$ cat config.mk
export PLATFORM = sky130hd
export DESIGN_NAME = pwm2_ctrl
export DESIGN_NICKNAME = d
export VERILOG_FILES = /design/src/rtl/pwm2_pkg.sv /design/src/rtl/pwm2_prescaler.sv /design/src/rtl/pwm2_channel.sv /design/src/rtl/pwm2_regs.sv /design/src/rtl/pwm2_ctrl.sv
export SDC_FILE = /design/constraint.sdc
export NUM_CORES = 1
export LEC_CHECK = 0
export BUFFER_PORTS_ARGS = -buffer_cell sky130_fd_sc_hd__buf_2
export CAP_MARGIN = 20
export CORE_AREA = 2 2 148 150
export CTS_CLUSTER_DIAMETER = 200
export DETAILED_ROUTE_END_ITERATION = 8
export DIE_AREA = 0 0 150 152
export GPL_ROUTABILITY_DRIVEN = 0
export PLACE_DENSITY = 0.84
export SYNTH_ARGS = -nofsm -noshare
export SYNTH_HDL_FRONTEND = slang
export SYNTH_HIERARCHICAL = 1
export SYNTH_SLANG_ARGS = --single-unit
$ cat constraint.sdc
create_clock -name clk -period 12.1 [get_ports clk]
set_input_delay 2.42 -clock clk [delete_from_list [all_inputs] [get_ports clk]]
set_output_delay 2.42 -clock clk [all_outputs]
set_load 0.005 [all_outputs]
$ cat src/rtl/pwm2_pkg.sv
package pwm2_pkg;
  localparam int FLD_STRIDE = 15;
  localparam int FLD_W      = 10;
  localparam int CODE_W     = 4;
  localparam int RDY_BASE   = 28;
  localparam int DIV_W      = 17;
  localparam int CNT_W      = 16;
  localparam int WORD_W     = 32;

  // Packed from MSB: bypass(9) pulse(8) mode(7) gate(6) level(5) enable(4) code[3:0]
  typedef struct packed {
    logic              byp;
    logic              pulse;
    logic              mode;
    logic              gate;
    logic              lvl;
    logic              en;
    logic [CODE_W-1:0] code;
  } chan_ctl_t;

  // Divisor for a code; zero marks an invalid code.
  function automatic logic [DIV_W-1:0] code_divisor(input logic [CODE_W-1:0] code);
    logic [DIV_W-1:0] d;
    case (code)
      4'd0:    d = 17'd120;
      4'd1:    d = 17'd180;
      4'd2:    d = 17'd240;
      4'd3:    d = 17'd360;
      4'd4:    d = 17'd480;
      4'd8:    d = 17'd12000;
      4'd9:    d = 17'd24000;
      4'd10:   d = 17'd36000;
      4'd11:   d = 17'd48000;
      4'd12:   d = 17'd72000;
      4'd15:   d = 17'd1;
      default: d = '0;
    endcase
    return d;
  endfunction
endpackage

$ cat src/rtl/pwm2_prescaler.sv
module pwm2_prescaler
  import pwm2_pkg::*;
(
  input  logic             clk,
  input  logic             rst_n,
  input  logic             run,
  input  logic [DIV_W-1:0] divisor,
  output logic             tick
);
  logic [DIV_W-1:0] pc;

  assign tick = run && (pc == divisor - 1'b1);

  always_ff @(posedge clk) begin
    if (!rst_n)              pc <= '0;
    else if (!run || tick)   pc <= '0;
    else                     pc <= pc + 1'b1;
  end
endmodule

$ cat src/rtl/pwm2_channel.sv
module pwm2_channel
  import pwm2_pkg::*;
(
  input  logic             clk,
  input  logic             rst_n,
  input  logic             run,
  input  logic             tick,
  input  logic             lvl,
  input  logic             sh_wr,
  input  logic [CNT_W-1:0] wr_prd,
  input  logic [CNT_W-1:0] wr_dty,
  output logic [CNT_W-1:0] sh_prd,
  output logic [CNT_W-1:0] sh_dty,
  output logic             pend,
  output logic             wrap,
  output logic             load,
  output logic             pwm
);
  logic [CNT_W-1:0] cnt;
  logic [CNT_W-1:0] prd_a;
  logic [CNT_W-1:0] dty_a;
  logic             active;

  assign wrap   = tick && (cnt == prd_a);
  assign load   = pend && (!run || wrap);
  assign active = run && (cnt < dty_a);
  assign pwm    = active ? lvl : ~lvl;

  always_ff @(posedge clk) begin
    if (!rst_n)     cnt <= '0;
    else if (!run)  cnt <= '0;
    else if (wrap)  cnt <= '0;
    else if (tick)  cnt <= cnt + 1'b1;
  end

  always_ff @(posedge clk) begin
    if (!rst_n) begin
      prd_a  <= '0;
      dty_a  <= '0;
      sh_prd <= '0;
      sh_dty <= '0;
      pend   <= 1'b0;
    end else begin
      if (load) begin
        prd_a <= sh_prd;
        dty_a <= sh_dty;
        pend  <= 1'b0;
      end
      if (sh_wr) begin
        sh_prd <= wr_prd;
        sh_dty <= wr_dty;
        pend   <= 1'b1;
      end
    end
  end
endmodule

$ cat src/rtl/pwm2_regs.sv
module pwm2_regs
  import pwm2_pkg::*;
#(
  parameter int NCH    = 2,
  parameter int ADDR_W = 2
) (
  input  logic                  clk,
  input  logic                  rst_n,
  input  logic                  wr_en,
  input  logic [ADDR_W-1:0]     addr,
  input  logic [WORD_W-1:0]     wdata,
  input  logic [NCH-1:0]        pend,
  input  logic [NCH*CNT_W-1:0]  sh_prd,
  input  logic [NCH*CNT_W-1:0]  sh_dty,
  output chan_ctl_t [NCH-1:0]   ctl,
  output logic [NCH-1:0]        ch_wr,
  output logic [WORD_W-1:0]     rdata
);
  chan_ctl_t [NCH-1:0] ctl_nxt;
  logic                unused_wbits;

  assign unused_wbits = ^wdata;

  always_comb begin
    ctl_nxt = ctl;
    if (wr_en && addr == '0) begin
      for (int i = 0; i < NCH; i++) begin
        ctl_nxt[i] = chan_ctl_t'(wdata[i*FLD_STRIDE +: FLD_W]);
        if (ctl[i].gate) ctl_nxt[i].code = ctl[i].code;
      end
    end
  end

  always_ff @(posedge clk) begin
    if (!rst_n) ctl <= '0;
    else        ctl <= ctl_nxt;
  end

  for (genvar g = 0; g < NCH; g++) begin : g_wr
    assign ch_wr[g] = wr_en && (addr == ADDR_W'(g + 1));
  end

  always_comb begin
    rdata = '0;
    if (addr == '0) begin
      for (int i = 0; i < NCH; i++) begin
        rdata[i*FLD_STRIDE +: FLD_W] = ctl[i];
        rdata[RDY_BASE + i]          = pend[i];
      end
    end else begin
      for (int i = 0; i < NCH; i++) begin
        if (addr == ADDR_W'(i + 1))
          rdata = {sh_prd[i*CNT_W +: CNT_W], sh_dty[i*CNT_W +: CNT_W]};
      end
    end
  end
endmodule

$ cat src/rtl/pwm2_ctrl.sv
module pwm2_ctrl
  import pwm2_pkg::*;
#(
  parameter int NCH    = 2,
  parameter int ADDR_W = 2
) (
  input  logic              clk,
  input  logic              rst_n,
  input  logic              wr_en,
  input  logic [ADDR_W-1:0] addr,
  input  logic [WORD_W-1:0] wdata,
  output logic [WORD_W-1:0] rdata,
  output logic [NCH-1:0]    pwm_out
);
  chan_ctl_t [NCH-1:0]   ctl;
  logic [NCH-1:0]        ch_wr;
  logic [NCH*CNT_W-1:0]  sh_prd;
  logic [NCH*CNT_W-1:0]  sh_dty;

  // Named internal events, observed by the bound checker
  logic [NCH-1:0]        ch_run;
  logic [NCH-1:0]        ch_tick;
  logic [NCH-1:0]        ch_wrap;
  logic [NCH-1:0]        ch_load;
  logic [NCH-1:0]        ch_pend;
  logic [NCH-1:0]        ch_lvl;
  logic [NCH-1:0]        ch_gate;
  logic [NCH*CODE_W-1:0] ch_code;

  pwm2_regs #(.NCH(NCH), .ADDR_W(ADDR_W)) u_regs (
    .clk    (clk),
    .rst_n  (rst_n),
    .wr_en  (wr_en),
    .addr   (addr),
    .wdata  (wdata),
    .pend   (ch_pend),
    .sh_prd (sh_prd),
    .sh_dty (sh_dty),
    .ctl    (ctl),
    .ch_wr  (ch_wr),
    .rdata  (rdata)
  );

  for (genvar g = 0; g < NCH; g++) begin : g_ch
    logic [DIV_W-1:0] divisor;

    assign divisor    = code_divisor(ctl[g].code);
    assign ch_run[g]  = ctl[g].en && ctl[g].gate && (divisor != '0);
    assign ch_lvl[g]  = ctl[g].lvl;
    assign ch_gate[g] = ctl[g].gate;
    assign ch_code[g*CODE_W +: CODE_W] = ctl[g].code;

    pwm2_prescaler u_presc (
      .clk     (clk),
      .rst_n   (rst_n),
      .run     (ch_run[g]),
      .divisor (divisor),
      .tick    (ch_tick[g])
    );

    pwm2_channel u_chan (
      .clk    (clk),
      .rst_n  (rst_n),
      .run    (ch_run[g]),
      .tick   (ch_tick[g]),
      .lvl    (ch_lvl[g]),
      .sh_wr  (ch_wr[g]),
      .wr_prd (wdata[WORD_W-1:CNT_W]),
      .wr_dty (wdata[CNT_W-1:0]),
      .sh_prd (sh_prd[g*CNT_W +: CNT_W]),
      .sh_dty (sh_dty[g*CNT_W +: CNT_W]),
      .pend   (ch_pend[g]),
      .wrap   (ch_wrap[g]),
      .load   (ch_load[g]),
      .pwm    (pwm_out[g])
    );
  end
endmodule

==> reports/metrics.cfg <==
[setup_path]
r2r_setup_slack_ns = 6.91
crit_type = in2out
cp.arrival_ns = 4.47
cp_top_family = simple AND/OR/NAND/NOR gates
crit_cells = 4
crit_chain = buf_2, nor2b_4, a22o_1, buf_2
cp.required_ns = 9.68
worstRegToRegCells = 14
cp_max_fo = 33
startpoint_type = input pin
cp_common_cell = buf_2
crit_path_end_kind = output pin
slowest_delay_ns = 0.99
cp_num_buf_inv = 2
critPathSlowestCell = nor2b_4

[power]
power_density_mw_per_mm2 = 116
power.leakage_nw = 5.01
peakVddDrop_mv = 0.125

[global_route]
grt_usage = 0.275
grt_max_degree = 102
grt_first_pass_wirelength_um = 51300
gr-total-overflow = 0
grt_pass1_vias = 9821
antenna_found_initial = 0

[detailed_routing]
ant_nets = 0
drc_errors = 0
detail_route.first_pass.iterations = 5
viasPerCell = 6.08
dr.first_iter.drc_count = 768
wl_per_cell_um = 18.3
routed_wirelength_um = 32000
via_count = 10600

[logic_synthesis]
syn_area_per_cell_um2 = 8.74
synthCells = 1424
syn_area_mm2 = 0.0124
yosys_warnings = 6

[run_status]
status = finished clean

[clock_tree]
cts-buffers-inserted = 23
root_buffer = clkbuf_16
cts_buffer_depth = 3
postCtsSetupBuffers = 0
cts_hold_buf = 0
cts_tree = done
cts.sinks = 216
cts.reportedPaths.clkPinSlew_ns = 0.06
cts.htree.levels = 1
clk_latency_ns = 0.52
postCtsResizedCells = 0

[timing]
slew_viol_final = 0
max_freq_ghz = 0.145
grt_setup_unrepaired = false
hold_viol = 0
period_share = 0.569
min_period_ns = 6.89
finalClockSkew_ns = 0.0164
worst_slew_pin_slew_ns = 1.10
tns_ns = 0
setup_violations = 0
slew_headroom = 0.264

[floorplanning]
die_w_um = 150
initial_core_util = 0.583
coreArea_mm2 = 0.0214
die_h_um = 152
core.rowCount = 54
die_area_mm2 = 0.0228
num_io_pins = 71

[final_layout]
nFillCells = 1753
final_core_util = 0.638
nets = 1529
diodes = 0
drive_above_1_share = 0.102
finalNonFillerCells = 1747
syn2layout_area_growth_pct = 9.47

[worst_hold_path]
holdPathStages = 2
hold_path.class = reg2reg

[placed_design]
io_buffers = 70
dp_cells = 1702
hpwl_um = 22200

[flow_run]
drv_cap = 0

## final timing paths
kind	start	to
min	u_regs/ctl[7]$_SDFFE_PN0P_	u_regs/ctl[7]$_SDFFE_PN0P_
max reg2reg	u_regs/ctl[1]$_SDFFE_PN0P_	g_ch[0].u_chan/dty_a[8]$_SDFFE_PN0P_
min reg2reg	u_regs/ctl[7]$_SDFFE_PN0P_	u_regs/ctl[7]$_SDFFE_PN0P_
max	addr[1]	rdata[12]
## placed cells by master (no fill, tap or decap), types with 8 or more instances in the layout
master     instances
nand4_1           20
nand2_1          213
and3_1            12
a22o_1            12
o2bb2ai_1         22
clkbuf_16         23
nand3_1           31
a221o_1           64
xor2_1            72
mux2i_1          112
and4_1             8
ha_1              42
dfxtp_1          216
nor2b_1           75
nor2_1            76
buf_2             69
inv_1             49
xnor2_1           71
nand2b_1          12
nor4_1             8
clkbuf_8           8
o22ai_1           65
nor3_1            51
buf_4             12
a21oi_1           20
a31oi_1            8
## routing by layer
metal,GRT usage,vias to the layer above,routed length (µm)
met4,0.0804,0,1010
li1,-,5097,-
met5,0,-,0
met1,0.384,5080,14100
met2,0.443,388,14600
met3,0.0375,63,2260
## area by class of cell
cell class	instances	area (µm²)	area share
tap	280	350	0.0257
inverter	49	184	0.0135
multi-input combinational	1077	7510	0.551
timing repair buffer	83	467	0.0343
sequential	216	4320	0.317
clock inverter	8	96.3	0.00707
clock buffer	34	697	0.0512
## power by group
part	switching (mW)	total [mW]	internal, mW
Clock	0.289	0.730	0.441
Combinational	0.0652	0.109	0.0436
Sequential	0.0165	0.738	0.722
Total	0.370	1.58	1.21
## tightest hold or removal path: cells and delay by family, from the launching register on
family,cells,cell delay [ns]
DFF,1,0.31
muxes,1,0.05
and+or+nand+nor,1,0.05
## stage by stage
step	power, mW	setup WS, ns	area [µm²]	hold WS [ns]
4_1_cts	1.59	5.20	13600	0.460
3_5_place_dp	0.860	5.26	12800	0.449
6_report	1.58	5.21	13600	0.463
3_3_place_gp	0.856	5.35	12800	0.445
5_1_grt	1.63	5.08	13600	0.480
2_1_floorplan	0.827	6.55	12500	0.434
## sequential cells by signal, indices dropped and copies added, names as in the netlist
register            count
g_ch.u_presc/pc        34
g_ch.u_chan/cnt        32
g_ch.u_chan/dty_a      32
g_ch.u_chan/prd_a      32
g_ch.u_chan/sh_dty     32
g_ch.u_chan/sh_prd     32
u_regs/ctl             20
g_ch.u_chan/pend        2
Note: power is estimated with default switching activity, not from simulation.
